--- src/rtl/sba_pkg.sv ---
package sba_pkg;
   typedef logic [7:0] sba_byte_t;
   localparam sba_byte_t SBA_A1_DEF = 8'hF6;
   localparam sba_byte_t SBA_A2_DEF = 8'h28;
   localparam int unsigned SBA_N_A1_DEF = 3;
   localparam int unsigned SBA_N_A2_DEF = 3;
endpackage

--- src/rtl/sba_window.sv ---
module sba_window #(
   parameter int unsigned WIN_W = 48
) (
   input  logic             clk,
   input  logic             rst_n,
   input  logic             din,
   output logic [WIN_W-1:0] win_next
);
   logic [WIN_W-1:0] win_q;

   // newest bit enters at the LSB, oldest leaves at the MSB
   assign win_next = {win_q[WIN_W-2:0], din};

   always_ff @(posedge clk or negedge rst_n) begin
      if (!rst_n) win_q <= '0;
      else        win_q <= win_next;
   end
endmodule

--- src/rtl/sba_frame_match.sv ---
module sba_frame_match #(
   parameter int unsigned BYTE_W = 8,
   parameter int unsigned N_A1   = 3,
   parameter int unsigned N_A2   = 3,
   parameter logic [BYTE_W-1:0] A1_CODE = 8'hF6,
   parameter logic [BYTE_W-1:0] A2_CODE = 8'h28,
   localparam int unsigned N_LANE = N_A1 + N_A2,
   localparam int unsigned WIN_W  = BYTE_W * N_LANE
) (
   input  logic [WIN_W-1:0] win,
   output logic             hit
);
   logic [N_LANE-1:0] lane_ok;

   // lane 0 is the oldest byte, held at the top of the window
   for (genvar i = 0; i < N_LANE; i++) begin : g_lane
      localparam int unsigned TOP = WIN_W - 1 - i * BYTE_W;
      if (i < N_A1) begin : g_first
         assign lane_ok[i] = (win[TOP -: BYTE_W] == A1_CODE);
      end else begin : g_second
         assign lane_ok[i] = (win[TOP -: BYTE_W] == A2_CODE);
      end
   end

   assign hit = &lane_ok;
endmodule

--- src/rtl/sba_phase_ctr.sv ---
module sba_phase_ctr #(
   parameter int unsigned BYTE_W = 8,
   localparam int unsigned PH_W = $clog2(BYTE_W)
) (
   input  logic clk,
   input  logic rst_n,
   input  logic sync,
   output logic byte_done,
   output logic half_hi
);
   logic [PH_W-1:0] ph_q;

   assign byte_done = sync | (ph_q == PH_W'(BYTE_W - 1));
   assign half_hi   = ph_q[PH_W-1];

   always_ff @(posedge clk or negedge rst_n) begin
      if (!rst_n)         ph_q <= '0;
      else if (byte_done) ph_q <= '0;
      else                ph_q <= ph_q + 1'b1;
   end
endmodule

--- src/rtl/sonet_byte_aligner.sv ---
module sonet_byte_aligner #(
   parameter int unsigned BYTE_W = 8,
   parameter int unsigned N_A1   = sba_pkg::SBA_N_A1_DEF,
   parameter int unsigned N_A2   = sba_pkg::SBA_N_A2_DEF,
   parameter logic [BYTE_W-1:0] A1_CODE = sba_pkg::SBA_A1_DEF,
   parameter logic [BYTE_W-1:0] A2_CODE = sba_pkg::SBA_A2_DEF,
   localparam int unsigned WIN_W = BYTE_W * (N_A1 + N_A2)
) (
   input  logic              bit_clk,
   input  logic              rst_n,
   input  logic              ser_bit,
   input  logic              oof_req,
   output logic [BYTE_W-1:0] par_byte,
   output logic              byte_clk,
   output logic              frame_pulse
);
   if (BYTE_W < 2 || (BYTE_W & (BYTE_W - 1)) != 0) begin : g_bad_width
      $error("BYTE_W must be a power of two, at least 2");
   end
   if (N_A1 < 1 || N_A2 < 1) begin : g_bad_count
      $error("framing word needs at least one byte of each kind");
   end
   if (A1_CODE == A2_CODE) begin : g_bad_codes
      $error("the two framing byte codes must differ");
   end

   logic [WIN_W-1:0]  win_next;
   logic              hit;
   logic              sync;
   logic              byte_done;
   logic [BYTE_W-1:0] par_q;
   logic              fp_q;

   sba_window #(.WIN_W(WIN_W)) u_window (
      .clk      (bit_clk),
      .rst_n    (rst_n),
      .din      (ser_bit),
      .win_next (win_next)
   );

   sba_frame_match #(
      .BYTE_W  (BYTE_W),
      .N_A1    (N_A1),
      .N_A2    (N_A2),
      .A1_CODE (A1_CODE),
      .A2_CODE (A2_CODE)
   ) u_match (
      .win (win_next),
      .hit (hit)
   );

   // hunting is allowed only while the request level is high
   assign sync = hit & oof_req;

   sba_phase_ctr #(.BYTE_W(BYTE_W)) u_phase (
      .clk       (bit_clk),
      .rst_n     (rst_n),
      .sync      (sync),
      .byte_done (byte_done),
      .half_hi   (byte_clk)
   );

   always_ff @(posedge bit_clk or negedge rst_n) begin
      if (!rst_n) begin
         par_q <= '0;
         fp_q  <= 1'b0;
      end else if (byte_done) begin
         par_q <= win_next[BYTE_W-1:0];
         fp_q  <= sync;
      end
   end

   assign par_byte    = par_q;
   assign frame_pulse = fp_q;
endmodule

--- config.mk ---
export PLATFORM = sky130hd
export DESIGN_NAME = sonet_byte_aligner
export DESIGN_NICKNAME = d
export VERILOG_FILES = /design/src/rtl/sba_pkg.sv /design/src/rtl/sba_window.sv /design/src/rtl/sba_frame_match.sv /design/src/rtl/sba_phase_ctr.sv /design/src/rtl/sonet_byte_aligner.sv
export SDC_FILE = /design/constraint.sdc
export NUM_CORES = 1
export LEC_CHECK = 0
export BUFFER_PORTS_ARGS = -buffer_cell sky130_fd_sc_hd__buf_2
export CAP_MARGIN = 10
export CORE_MARGIN = 2
export CORE_UTILIZATION = 35
export CTS_BUF_LIST = sky130_fd_sc_hd__clkbuf_4 sky130_fd_sc_hd__clkbuf_8
export CTS_CLUSTER_SIZE = 14
export DETAILED_ROUTE_END_ITERATION = 16
export PLACE_DENSITY_LB_ADDON = 0.12
export SKIP_LAST_GASP = 1
export SYNTH_ARGS = -nofsm -noshare
export SYNTH_HDL_FRONTEND = slang
export SYNTH_SLANG_ARGS = --single-unit
--- constraint.sdc ---
create_clock -name bit_clk -period 4 [get_ports bit_clk]
set_clock_uncertainty 0.2 [all_clocks]
set_input_delay 0.2 -clock bit_clk [delete_from_list [all_inputs] [get_ports bit_clk]]
set_output_delay 0.2 -clock bit_clk [all_outputs]
set_load 0.05 [all_outputs]
==> metrics.md <==
| Metric | Value |
|---|---|
| # Max-Cap Violations | `0` |
| Sw frac | `21.0%` |
| Synth unique cells | `24` |
| R2R depth | `4` |
| Met2 global-route usage | `16.5%` |
| Area Growth Syn to Fin | `20.1%` |
| Row Count | `26` |
| Max Slew Vio Count | `0` |
| Cell leakage power | `1.00 nW` |
| Met3 Resource Use GR | `6.82%` |
| Critical path endpoint category | `flop` |
| Hold Crit Class | `reg2reg` |
| Post-route clock period utilization | `54.7%` |
| Met1 GRT Util | `16.1%` |
| Largest net degree at the start of global routing | `60` |
| CTS Root Cell | `clkbuf_8` |
| Psw | `0.257 mW` |
| GRT overflow | `0` |
| Bufs on Longest Clock Path | `2` |
| Power Density | `547 nW/um2` |
| DRT Pass-1 Iters | `4` |
| Register area share after synthesis | `79.2%` |
| # setup viols final | `0` |
| Commonest non-fill, non-tap cell in the layout | `dfrtp_1` |
| Die Ht | `77.0 um` |
| Post-synthesis register bit count | `59` |
| Worst EP required | `3.99 ns` |
| Die width | `77.0 um` |
| Routed WL | `3140 um` |
| Critical-path cell list | `nor4bb_1 > nand4_1 > nor4_4 > o21ai_0` |
| # diodes | `0` |
| Port Buffers | `13` |
| WHS Path Cells | `0` |
| Clock buffer count from CTS | `9` |
| DR iter-0 viols | `47` |
| CTS tree | `built` |
| Top post-synthesis cells by area | `dfrtp_1 (79%), nor4bb_1 (2.1%), nand2b_1 (2.0%), nand4_1 (1.7%), o21ai_0 (1.6%)` |
| Syn_nets | `121` |
| Initial antenna violation count | `0` |
| R2r setup slk | `1.81 ns` |
| Vias in the first global route | `1013` |
| Initial core utilization | `36.3%` |
| Seq pwr share | `52.4%` |
| P_int | `0.967 mW` |
| Filler instances | `478` |
| Share of cells above drive strength 1 | `23.6%` |
| Hold Startpoint | `u_window.win_q[16]` |
| Vias per cell | `4.64` |
| First-pass GRT wire length | `5230 um` |
| Critical path's largest stage delay | `0.56 ns` |
| CP Class | `reg2reg` |
| CP max stage cell | `nor4_4` |
| Cell Area, Synth | `1860 um2` |
| Clk pwr share | `44.3%` |
| RSZ-0062 raised after global routing | `false` |
| Maximum clock frequency | `0.457 GHz` |
| Status | `complete, no violations` |
| Cells after Synth | `115` |
| GPL Wtd Cong | `0.688` |
| Fin Setup TNS | `0 ns` |
| Min Tclk post-route | `2.19 ns` |
| # IOs | `14` |
| Post-CTS setup buffer count | `0` |
| Worst vdd ir | `219 uV` |
| Clk slew on worst S/H paths | `0.06 ns` |
| Drt drc | `0` |
| Core Footprint | `5140 um2` |
| Arr. time, crit path | `2.17 ns` |
| Post-synth top area share | `79.2%` |
| Die area | `5930 um2` |
| DP HPWL | `2070 um` |
| Comb power frac | `3.3%` |
| Clock sink total | `59` |
| RR Startpoint | `u_window.win_q[23]` |
| Busiest grt layer | `met2` |
| Placed Cells | `197` |
| Final Non-Filler Cells | `214` |
| Wire length per cell | `14.6 um` |
| Vias | `994` |
| FF-to-FF End | `par_byte[1]` |
| Area leader, netlist | `dfrtp_1` |
| Post-route ant nets | `0` |
| H-tree Lvls | `3` |
| Post-Syn Area per Cell | `16.2 um2` |
| Worst-Margin Slew | `0.704 ns` |
| Max FO, Critical Path | `9` |
| Nets | `146` |
| Yosys warns | `0` |
| Final hold violations | `0` |
| Most frequent cells in the layout | `dfrtp_1 (59), buf_2 (13), clkbuf_8 (11)` |
| GR Util All Layers | `12.4%` |
| Worst skew pair latency | `0.33 ns` |
| Post-layout util | `43.5%` |
| Worst Hold Path EP | `u_window.win_q[17]` |
| Kind of start point of the critical path | `flop` |
| Rel. slew slack | `53.1%` |
[per-layer routing]
metal | share of wire (%) | routed length, um
met5 | 0 | 0
met4 | 1.4 | 45
met3 | 5.5 | 171
met2 | 43 | 1350
met1 | 50 | 1570
[worst max-delay path by stage]
stage	slack (ns)	to	cells past startpoint	startpoint
after CTS	1.72	par_byte[1]	4	u_window.win_q[23]
after detailed placement	1.71	par_byte[1]	4	u_window.win_q[23]
final	1.81	par_byte[1]	4	u_window.win_q[23]
after global routing	1.64	par_byte[6]	4	u_window.win_q[23]
after floorplan	2.04	par_byte[3]	4	u_window.win_q[42]
after global placement	1.81	par_byte[4]	4	u_window.win_q[23]
[final cells by class]
class / count / area (um2) / share of cell area, %
Clock buffer: 13 / 166 / 7.43
Tap cell: 70 / 87.6 / 3.91
Inverter: 3 / 11.3 / 0.503
Clock inverter: 2 / 35.0 / 1.57
Multi-Input combinational cell: 51 / 369 / 16.5
Timing Repair Buffer: 16 / 92.6 / 4.14
Sequential cell: 59 / 1480 / 66.0
[stage by stage]
step / power, mW / area, um2 / worst slack, ns / hold WS [ns]
6_report: 1.22 / 2240 / 1.81 / 0.161
5_1_grt: 1.28 / 2240 / 1.64 / 0.173
4_1_cts: 1.25 / 2240 / 1.72 / 0.168
3_5_place_dp: 0.693 / 2020 / 1.71 / 0.147
3_3_place_gp: 0.691 / 2020 / 1.81 / 0.146
2_1_floorplan: 0.667 / 1860 / 2.04 / -0.296
[kinds of logic (layout without fill, tap and decap cells)]
group / count (synthesis) / count (layout) / share of synthesized area [%]
adder cells (fa/ha/maj): 2 / 2 / 1.34
buffers and inverters: 5 / 34 / 1.01
flip-flops: 59 / 59 / 79.2
AO/OA/AOI/OAI: 11 / 11 / 3.83
AND/OR/NAND/NOR: 38 / 38 / 14.6
[repair_timing]
item | CTS | global route
hold endpoints to repair | 61 | 0
hold buffers | 2 | 0
resized for setup | 0 | 0
[synthesized netlist by cell type]
library cell,number
nor4bb_1,4
or2b_1,1
nor4_4,1
inv_1,3
nor4_1,1
and4_1,1
nand4_1,5
o21ai_0,6
a22oi_1,2
ha_1,2
o21ai_2,1
nor2_1,2
clkbuf_1,1
nor4b_1,2
nand2b_1,6
nor3_1,2
or3_2,1
nand2_1,6
nand4b_1,2
or4_4,2
o311ai_1,2
nor3b_1,2
buf_1,1
dfrtp_1,59
[critical path: cells and delay by family (launching register included)]
family           cells  cell delay, ns
AO/OA/AOI/OAI        1            0.17
flip-flops           1            0.40
AND/OR/NAND/NOR      3            1.27
[power by group through the flow]
stage          clock [mW]  sequential (mW)  combinational (mW)
3_5_place_dp            0            0.652              0.0406
5_1_grt             0.595            0.644              0.0451
2_1_floorplan           0            0.659             0.00784
4_1_cts             0.561            0.642              0.0421
6_report            0.542            0.641              0.0408
3_3_place_gp            0            0.651              0.0399
[registers in the layout (all words and copies together), names as in the netlist]
register        cells
frame_pulse         1
par_byte            8
u_window.win_q     47
u_phase.ph_q        3
Note: power is estimated with default switching activity, not from simulation.
